`src/rtl/ts_seq_pkg.sv`:
```
// Package: shared state encoding for the time-step master sequencer.
// Assumes: nothing; holds types only.
package ts_seq_pkg;

    typedef enum logic [3:0] {
        ST_INIT,       // initialization phase after reset
        ST_DAC,        // DAC handshake
        ST_HOST,       // host processor handshake
        ST_GO_NL,      // start pulse, nonlinear group
        ST_WAIT_NL,    // series: wait for nonlinear finish
        ST_LATCH_NL,   // register pulse, nonlinear group
        ST_GO_LIN,     // start pulse, linear group
        ST_WAIT_LIN,   // series: wait for linear finish
        ST_WAIT_BOTH,  // parallel: wait for both groups
        ST_LATCH_LIN,  // register pulse, linear group
        ST_GAP         // one idle cycle between steps
    } seq_state_t;

endpackage

```
`src/rtl/ts_init_timer.sv`:
```
// Module: ts_init_timer
// Counts the cycles spent in the initialization phase and flags the last one.
// Assumes: run stays high for the whole phase and the phase is entered only
// from reset, so the counter never needs clearing apart from reset.
module ts_init_timer #(
    parameter int INIT_CYCLES = 16
) (
    input  logic clk,
    input  logic rst_n,
    input  logic run,
    output logic done
);
    localparam int CW = $clog2(INIT_CYCLES + 1);
    localparam logic [CW-1:0] LAST = CW'(INIT_CYCLES - 1);

    logic [CW-1:0] cnt;

    // Advance the phase counter while the phase is active.
    always_ff @(posedge clk) begin
        if (!rst_n)   cnt <= '0;
        else if (run) cnt <= cnt + 1'b1;
    end

    assign done = run && (cnt == LAST);

    // the counter only moves while the phase is active.
    p_init_count_r1: assert property (@(posedge clk) disable iff (!rst_n)
        (!run) |=> $stable(cnt));
endmodule

```
`src/rtl/ts_fin_collect.sv`:
```
// Module: ts_fin_collect
// Gathers the finish flags of one group of sub-circuits. A flag seen while
// armed is kept until the next clear, so flags may come in different cycles.
// Assumes: clear comes with the group's start pulse, and arm is never high
// in that same cycle, so flags raised with the start pulse are not counted.
module ts_fin_collect #(
    parameter int WIDTH = 4
) (
    input  logic             clk,
    input  logic             rst_n,
    input  logic             clr,
    input  logic             arm,
    input  logic [WIDTH-1:0] flags,
    output logic             all_done
);
    logic [WIDTH-1:0] seen;

    // Remember every flag seen while armed; forget them all on clear.
    always_ff @(posedge clk) begin
        if (!rst_n || clr) seen <= '0;
        else if (arm)      seen <= seen | flags;
    end

    assign all_done = arm && (&(seen | flags));

    // memory never holds a flag taken in a clear cycle.
    p_clear_empties_r4: assert property (@(posedge clk) disable iff (!rst_n)
        clr |=> (seen == '0));
    // once seen, a flag stays remembered until cleared.
    p_seen_kept_r6: assert property (@(posedge clk) disable iff (!rst_n)
        (!clr) |=> ((seen & $past(seen)) == $past(seen)));
endmodule

```
`src/rtl/ts_step_counter.sv`:
```
// Module: ts_step_counter
// Counts completed time steps, wrapping at its width.
// Assumes: inc is a single-cycle pulse at the end of each step.
module ts_step_counter #(
    parameter int STEP_W = 16
) (
    input  logic              clk,
    input  logic              rst_n,
    input  logic              inc,
    output logic [STEP_W-1:0] count
);
    // Add one on each step-end pulse.
    always_ff @(posedge clk) begin
        if (!rst_n)   count <= '0;
        else if (inc) count <= count + 1'b1;
    end

    // the count only ever moves by one.
    p_count_by_one_r8: assert property (@(posedge clk) disable iff (!rst_n)
        (count != $past(count)) |-> (count == $past(count) + 1'b1));
endmodule

```
`src/rtl/ts_sequencer.sv`:
```
// Module: ts_sequencer (top)
// Master sequencer for a fixed-time-step emulation: initialization, then per
// step a DAC handshake, a host handshake, and the computation of the
// nonlinear and linear groups, ordered in series (default) or in parallel.
// Assumes: finish flags go high only after their group's start pulse and
// may be pulses or levels; acknowledges are sampled while requests are high.
module ts_sequencer
    import ts_seq_pkg::*;
#(
    parameter int N_NL        = 4,
    parameter int N_LIN       = 4,
    parameter int INIT_CYCLES = 16,
    parameter int STEP_W      = 16,
    parameter bit PARALLEL    = 1'b0
) (
    input  logic              clk,
    input  logic              rst_n,
    input  logic              dac_ack_i,
    input  logic              host_ack_i,
    input  logic [N_NL-1:0]   fin_nl_i,
    input  logic [N_LIN-1:0]  fin_lin_i,
    output logic              run_o,
    output logic              busy_o,
    output logic              dac_req_o,
    output logic              host_req_o,
    output logic              go_nl_o,
    output logic              latch_nl_o,
    output logic              go_lin_o,
    output logic              latch_lin_o,
    output logic [STEP_W-1:0] step_count_o
);
    seq_state_t state, state_nx;
    logic init_done, nl_done, lin_done, nl_arm, lin_arm;

    ts_init_timer #(.INIT_CYCLES(INIT_CYCLES)) u_init (
        .clk(clk), .rst_n(rst_n), .run(state == ST_INIT), .done(init_done));

    // Nonlinear flags count one cycle earlier in parallel mode (during go_lin).
    if (PARALLEL) begin : g_par_arm
        assign nl_arm = (state == ST_GO_LIN) || (state == ST_WAIT_BOTH);
    end else begin : g_ser_arm
        assign nl_arm = (state == ST_WAIT_NL);
    end
    assign lin_arm = (state == ST_WAIT_LIN) || (state == ST_WAIT_BOTH);

    ts_fin_collect #(.WIDTH(N_NL)) u_nl (
        .clk(clk), .rst_n(rst_n), .clr(state == ST_GO_NL), .arm(nl_arm),
        .flags(fin_nl_i), .all_done(nl_done));

    ts_fin_collect #(.WIDTH(N_LIN)) u_lin (
        .clk(clk), .rst_n(rst_n), .clr(state == ST_GO_LIN), .arm(lin_arm),
        .flags(fin_lin_i), .all_done(lin_done));

    ts_step_counter #(.STEP_W(STEP_W)) u_cnt (
        .clk(clk), .rst_n(rst_n), .inc(state == ST_LATCH_LIN),
        .count(step_count_o));

    // Hold the sequencer state.
    always_ff @(posedge clk) begin
        if (!rst_n) state <= ST_INIT;
        else        state <= state_nx;
    end

    // Choose the next phase of the step.
    always_comb begin
        state_nx = state;
        unique case (state)
            ST_INIT:      if (init_done)  state_nx = ST_DAC;
            ST_DAC:       if (dac_ack_i)  state_nx = ST_HOST;
            ST_HOST:      if (host_ack_i) state_nx = ST_GO_NL;
            ST_GO_NL:     state_nx = PARALLEL ? ST_GO_LIN : ST_WAIT_NL;
            ST_WAIT_NL:   if (nl_done)    state_nx = ST_LATCH_NL;
            ST_LATCH_NL:  state_nx = PARALLEL ? ST_LATCH_LIN : ST_GO_LIN;
            ST_GO_LIN:    state_nx = PARALLEL ? ST_WAIT_BOTH : ST_WAIT_LIN;
            ST_WAIT_LIN:  if (lin_done)   state_nx = ST_LATCH_LIN;
            ST_WAIT_BOTH: if (nl_done && lin_done) state_nx = ST_LATCH_NL;
            ST_LATCH_LIN: state_nx = ST_GAP;
            ST_GAP:       state_nx = ST_DAC;
            default:      state_nx = ST_INIT;
        endcase
    end

    // Decode the outputs from the current phase.
    assign run_o       = (state != ST_INIT);
    assign busy_o      = (state != ST_GAP);
    assign dac_req_o   = (state == ST_DAC);
    assign host_req_o  = (state == ST_HOST);
    assign go_nl_o     = (state == ST_GO_NL);
    assign latch_nl_o  = (state == ST_LATCH_NL);
    assign go_lin_o    = (state == ST_GO_LIN);
    assign latch_lin_o = (state == ST_LATCH_LIN);

    // at most one strobe at a time, each a single cycle.
    p_one_strobe_r7: assert property (@(posedge clk) disable iff (!rst_n)
        $onehot0({go_nl_o, latch_nl_o, go_lin_o, latch_lin_o}));
    p_go_pulse_r7: assert property (@(posedge clk) disable iff (!rst_n)
        (go_nl_o || go_lin_o) |=> !(go_nl_o && $past(go_nl_o)) && !(go_lin_o && $past(go_lin_o)));
    p_latch_pulse_r7: assert property (@(posedge clk) disable iff (!rst_n)
        (latch_nl_o || latch_lin_o) |=> !latch_lin_o || !$past(latch_lin_o));
    // the DAC request holds until acknowledged; the host follows it.
    p_dac_hold_r2: assert property (@(posedge clk) disable iff (!rst_n)
        (dac_req_o && !dac_ack_i) |=> dac_req_o);
    p_host_after_dac_r2: assert property (@(posedge clk) disable iff (!rst_n)
        $rose(host_req_o) |-> $past(dac_req_o && dac_ack_i));
    // processing starts only after the host acknowledge.
    p_go_after_host_r3: assert property (@(posedge clk) disable iff (!rst_n)
        go_nl_o |-> $past(host_req_o && host_ack_i));
    // the nonlinear register strobe needs all nonlinear flags.
    p_latch_nl_done_r4: assert property (@(posedge clk) disable iff (!rst_n)
        latch_nl_o |-> $past(nl_done));
    // series ordering, linear starts only after the nonlinear latch.
    p_series_order_r5: assert property (@(posedge clk) disable iff (!rst_n)
        (!PARALLEL && go_lin_o) |-> $past(latch_nl_o));
    p_latch_lin_done_r5: assert property (@(posedge clk) disable iff (!rst_n)
        (!PARALLEL && latch_lin_o) |-> $past(lin_done));
    // one idle cycle after the linear latch.
    p_gap_r8: assert property (@(posedge clk) disable iff (!rst_n)
        latch_lin_o |=> !busy_o);
    // the global enable never drops outside reset.
    p_run_held_r9: assert property (@(posedge clk) disable iff (!rst_n)
        run_o |=> run_o);
    // parallel mode starts both groups back to back, latches after both.
    p_par_go_r10: assert property (@(posedge clk) disable iff (!rst_n)
        (PARALLEL && go_nl_o) |=> go_lin_o);
    p_par_latch_r10: assert property (@(posedge clk) disable iff (!rst_n)
        (PARALLEL && latch_nl_o) |-> $past(lin_done));
endmodule

```
`config.mk`:
```
export PLATFORM = sky130hd
export DESIGN_NAME = ts_sequencer
export DESIGN_NICKNAME = d
export VERILOG_FILES = /design/src/rtl/ts_seq_pkg.sv /design/src/rtl/ts_init_timer.sv /design/src/rtl/ts_fin_collect.sv /design/src/rtl/ts_step_counter.sv /design/src/rtl/ts_sequencer.sv
export SDC_FILE = /design/constraint.sdc
export NUM_CORES = 1
export LEC_CHECK = 0
export ABC_AREA = 1
export CORE_AREA = 2 2 86 47
export DETAILED_ROUTE_END_ITERATION = 7
export DIE_AREA = 0 0 88 49
export PLACE_DENSITY = 0.86
export SETUP_SLACK_MARGIN = 0.4
export SLEW_MARGIN = 15
export SYNTH_ARGS = -nofsm -noshare
export SYNTH_HDL_FRONTEND = slang
export SYNTH_SLANG_ARGS = --single-unit
```
`constraint.sdc`:
```
create_clock -name clk -period 1.8 [get_ports clk]
set_input_delay 0.36 -clock clk [delete_from_list [all_inputs] [get_ports clk]]
set_output_delay 0.36 -clock clk [all_outputs]
set_load 0.1 [all_outputs]
```
==> reports/qor.yml, run 1 <==
ys_seq_elements: 33
dr.pass1.iters: 5
yosys.area_share.simple_pct: 38.2
numCtsBuffers: 5
syn_inst: 256
clockBufferDepth: 2
hold_viol_final: 0
grt_pass1_vias: 1836
cts_num_sinks: 33
slowest_stage: "dfxtp_4"
io_buffers: 35
crit_path_start_kind: "register"
route.detailed.wl_per_inst_microns: 17.2
synth_top_area_share_pct: 38.8
grt_util_met3_pct: 8.29
maxCapViolCount: 0
grt_max_degree: 13
holdBufCountCts: 0
dp_hpwl_microns: 3480
grt_util_met2_pct: 38.4
use_met1_pct: 38.8
utilization_pct: 80.1
coreArea_sq_um: 3620
ant_nets: 0
period_share_pct: 95.3
synth_fa_ha_area_share_pct: 2.21
wl_microns: 6350
synth_enable_flop_cells: 0
num_rows: 16
seq_area_frac_synth_pct: 38.8
num_antenna_cells: 0
max_freq_mhz: 583
die_w_microns: 88
via_per_inst: 5.54
post-route-min-period_ps: 1710
via_count: 2043
setup_viol: 0
drive_gt1_share_pct: 43.2
netlist_area_sq_um: 1700
antenna_found_initial: 0
peakVddDrop_mv: 1.06
ios: 36
worstMarginPinSlew_ps: 481
root_buffer: "clkbuf_8"
syn_area_per_cell_sq_um: 6.65
end_kind: "output port"
path_delay_family: "flip-flops"
drt_iter0_markers: 245
path_clk_slew_ps: 70
synth_top_area_cell: "dfxtp_1"
synthXorXnorAreaFrac_pct: 1.54
hold_path_class: "in2reg"
power_w: 0.00327
syn-num-nets: 271
overflow: 0
required_ps: 1440
synth_compound_area_share_pct: 11.5
synth_cell_type_count: 29
setup_tns_ps: 0
crit_buf_inv: 3
slew_viol_final: 0
routabilityCongestion: 0.862
yosys-top-cells-area: "dfxtp_1 (39%), nor2_1 (13%), nand2_1 (11%), inv_1 (6.4%), a21oi_1 (5.6%)"
ctsHtreeMaxLevel: 2
cts_tree: "built"
dieArea_sq_um: 4310
path_cells: "inv_6 > nor2_4 > nand2_2 > clkinvlp_4 > buf_12"
status: "finished, final reports clean"
layout.nets: 329
die_h_microns: 49
synth_common_cells: "nor2_1 (60), nand2_1 (52), dfxtp_1 (33)"
critPathMaxFanout: 5
crit_path_max_incr_delay_ps: 430
synth_top_family_by_area: "simple AND/OR/NAND/NOR gates"
cellPowerDensity_nw_per_um2: 1130
hold_ws_ps: 435
top_usage_layer: "met1"
place_ws_ps: 52.8
initial_core_util_pct: 47.0
rsz0062_at_grt: "yes"
setup_ws_ps: 85.1
synthArstFlopShare_pct: 0
power_leakage_nw: 1.19
clock_skew_ps: 12.5
synth.mux.area_fraction_pct: 0
crit_type: "reg2out"
grt_pass1_wl_microns: 8840
yosysMostFrequentCell: "nor2_1"
synth_top_flop_cell: "dfxtp_1"
clock_latency_ps: 310
slew_headroom_pct: 67.9
fillers: 196
ys.warnings.count: 0
critPathArrivalTime_ps: 1350
globalRouteTotalUtil_pct: 27.3
area_delta_synth_final_pct: 70.6
drc: 0
-- flip-flops by register name (all words and copies together), names as in the netlist --
signal       count
state            4
u_nl.seen        4
u_init.cnt       5
u_cnt.count     16
u_lin.seen       4
-- worst min-delay path, delay by kind of cell --
kind                   cells  cell delay (ps)
AOI/OAI and AO/OA          1               60
buffers and inverters      1              210
and+or+nand+nor            1               70
-- cells in the final DEF, fill, tap and decap left out, types with 11 or more instances in the layout --
cell,instances
dfxtp_1,11
a21oi_1,16
nor2_1,50
buf_12,24
buf_4,14
nand2_1,43
inv_1,18
dfxtp_4,16
-- cell type report --
type	instances	area [sq um]	area share [%]
inverter	33	149	5.13
tap	54	67.6	2.33
clock buffer	8	90.1	3.10
multi-input combinational	188	1130	38.9
timing repair inverter	1	5.00	0.172
sequential	33	728	25.1
timing repair buffer	52	733	25.3
-- path summary, 6_finish.rpt --
| kind | slack (ps) | endpoint | startpoint | cells past startpoint |
|---|---|---|---|---|
| worst max-delay path | 90 | go_lin_o | state[1]$_SDFFE_PN0P_ | 5 |
| worst min-delay path | 440 | u_lin.seen[1]$_SDFFE_PP0P_ | fin_lin_i[1] | 3 |
| worst max register to register | 240 | u_cnt.count[15]$_SDFFE_PN0P_ | state[0]$_SDFFE_PN0P_ | 11 |
| worst min register to register | 470 | u_lin.seen[1]$_SDFFE_PP0P_ | u_lin.seen[1]$_SDFFE_PP0P_ | 2 |
-- through the flow --
stage               std cells  instance area, sq um
global placement          344                  2500
global route              369                  2900
detailed placement        344                  2500
floorplan                 256                  1840
finish                    369                  2900
CTS                       364                  2800
-- per-layer routing --
layer | up-vias | wire (microns)
li1 | 935 | -
met2 | 136 | 2900
met1 | 956 | 2750
met5 | - | 0
met4 | 0 | 158
met3 | 16 | 549
-- power breakdown --
part | switching, W | internal, W | total [W]
clock | 0.000291 | 0.000312 | 0.000603
sequential | 0.000162 | 0.000842 | 0.00100
combinational | 0.00107 | 0.000591 | 0.00167
total | 0.00153 | 0.00175 | 0.00327
-- timing repair --
item,in CTS,in global routing
endpoints found under the setup margin,20,35
gates cloned,0,1
gates resized for setup,36,24
setup buffers,12,4
pin swaps,20,14
-- kinds of logic after synthesis --
family	count (synthesis)
AOI/OAI and AO/OA	37
xor gates and xnor gates	3
adders and majority gates	3
buffers and inverters	35
DFF	33
and+or+nand+nor	145
No activity file was read; power rests on OpenSTA's default activity.
==> inputs of run 2 (changes only) <==
CAP_MARGIN = 10   (was unset)
==> results of run 2 <==
Same layout as run 1: the final DEF is identical, and so are final timing and power.
==> inputs of run 3 (changes only) <==
REMOVE_ABC_BUFFERS = 1   (was unset)
==> run 3 against run 2 <==
- utilization is 2.0 points higher
- sequential power hardly changed
- final area is 2.5% higher
- combinational power is 5% higher
- die area stayed put
- maximum frequency is 1.9% higher
- worst hold slack better by 40 ps
- critical path depth stayed put
- critical endpoint is now latch_nl_o
- largest power group unchanged
==> reports/qor.yml, run 3 (synthesis results as in run 1) <==
io_buffers: 35
grt_util_met3_pct: 11.7
critPathArrivalTime_ps: 1320
num_antenna_cells: 0
drt_iter0_markers: 366
hold_viol_final: 0
dpl.cell_count: 350
dp_hpwl_microns: 3380
power_w: 0.00351
clockBufferDepth: 2
path_clk_slew_ps: 90
area_delta_synth_final_pct: 74.8
final-instance-count-excl-fill: 379
end_kind: "output port"
largest-register: "u_cnt.count"
path_delay_family: "flip-flops"
switchingPower_w: 0.00158
finalInstanceArea_sq_um: 2970
rsz0062_at_grt: "yes"
maxCapViolCount: 0
largest_reg_flops: 16
p_clk_share_pct: 21.8
utilization_pct: 82.1
layout.nets: 339
die_w_microns: 88
globalRouteTotalUtil_pct: 28.6
grt_max_degree: 11
coreArea_sq_um: 3620
via_count: 2218
dr.pass1.iters: 6
max_freq_mhz: 594
overflow: 0
clock_latency_ps: 310
die_h_microns: 49
sequentialPowerShare_pct: 28.2
holdBufCountCts: 0
dieArea_sq_um: 4310
cts_num_sinks: 33
post-route-min-period_ps: 1680
final_cell_mix: "nor2_1 (47), nand2_1 (45), buf_12 (25), buf_4 (23), inv_1 (18)"
hold_end: "u_lin.seen[0]$_SDFFE_PP0P_"
setup_ws_ps: 117
grt_pass1_vias: 1982
regToRegStartpoint: "state[3]$_SDFFE_PN0P_"
top_usage_layer: "met2"
crit_path_max_incr_delay_ps: 430
grt_pass1_wl_microns: 9260
routabilityCongestion: 0.917
cellPowerDensity_nw_per_um2: 1180
crit_path_start_kind: "register"
power_frac_comb_pct: 50.0
status: "finished, final reports clean"
placed_area_sq_um: 2400
worst_r2r_endpoint: "u_cnt.count[10]$_SDFFE_PN0P_"
via_per_inst: 5.85
slew_headroom_pct: 75.2
ctsHtreeMaxLevel: 2
slowest_stage: "dfxtp_4"
setup_viol: 0
numCtsBuffers: 5
whs_path_depth: 2
worstRegToRegCells: 10
initial_core_util_pct: 47.0
ant_nets: 0
use_met1_pct: 33.1
period_share_pct: 93.5
worstHoldStart: "u_lin.seen[0]$_SDFFE_PP0P_"
wl_microns: 7140
drive_gt1_share_pct: 42.8
hold_path_class: "reg2reg"
required_ps: 1440
crit_top_cell: "nor2_4"
grt_util_met2_pct: 44.9
reg_top3: "u_cnt.count x16, u_init.cnt x5"
crit_buf_inv: 3
power.internal_w: 0.00193
final_common_cell: "nor2_1"
worstMarginPinSlew_ps: 370
slew_viol_final: 0
route.detailed.wl_per_inst_microns: 18.8
ios: 36
critPathLaunch: "state[2]$_SDFFE_PN0P_"
cts_tree: "built"
r2r_setup_slack_ps: 130
root_buffer: "clkbuf_8"
num_rows: 16
critPathMaxFanout: 4
switching_share_pct: 44.9
power_leakage_nw: 1.29
drc: 0
path_cells: "inv_4 > nor2_4 > inv_2 > nor2_4 > buf_12"
clock_skew_ps: 18.7
place_ws_ps: 41.2
peakVddDrop_mv: 1.11
crit_type: "reg2out"
antenna_found_initial: 0
## run 3: cell types whose count changed in the layout (fill, tap and decap cells not counted), sizes merged
cell / before / now
bufinv: 0 / 1
clkdlybuf4s50: 8 / 11
clkinvlp: 5 / 0
clkbuf: 8 / 7
inv: 29 / 32
dlygate4sd2: 2 / 0
clkinv: 0 / 1
buf: 41 / 52
dlymetal6s2s: 1 / 0
## run 3: worst max-delay path by stage
stage | slack, ps | to | depth (start not counted)
CTS | 160 | dac_req_o | 5
finish | 120 | latch_nl_o | 5
global route | 90 | u_cnt.count[6]$_SDFFE_PN0P_ | 9
detailed placement | 40 | state[3]$_SDFFE_PN0P_ | 8
floorplan | -1280 | host_req_o | 3
global placement | 130 | state[2]$_SDFFE_PN0P_ | 8
## run 3: layer usage
layer	up-vias	part of all wire (%)
li1	947	-
met1	1033	38
met2	159	43
met3	79	11
met4	0	7.9
met5	-	0
## run 3: repair_timing
action                                  4_1_cts  5_1_grt
hold endpoints to repair                      0        0
pin swaps                                    19       14
endpoints found under the setup margin       23       35
buffers inserted                             11       10
resized for setup                            61       41
## run 3: metrics by stage
stage	setup TNS, ps	hold slack, ps
2_1_floorplan	-4600	437
3_3_place_gp	0	447
3_5_place_dp	0	458
4_1_cts	0	477
5_1_grt	0	526
6_report	0	475
## run 3: layout make-up
type	instances	area (sq um)
fill	175	649
tap	54	67.6
clock inverter	1	30.0
clock buffer	7	86.3
sequential	33	696
inverter	33	139
timing repair buffer	63	832
multi-input combinational	188	1120
## run 3: worst reg2reg max path, stage by stage, from the launching register on
cell and delay [ps]:
dfxtp_4 420, inv_4 60, nor2_4 140, nand2_4 100
buf_8 160, nor3_4 220, nand2_2 140, nor2_2 150
nand2_1 70, nand2_1 80, nor2_1 40
## run 3: power by group through the flow
stage	Clock [W]	Sequential, W	Combinational [W]
after floorplan	0	0.000964	0.000829
after global placement	0	0.000940	0.00124
after detailed placement	0	0.000945	0.00128
after CTS	0.000742	0.000969	0.00156
after global routing	0.000791	0.000993	0.00183
final	0.000765	0.000991	0.00176
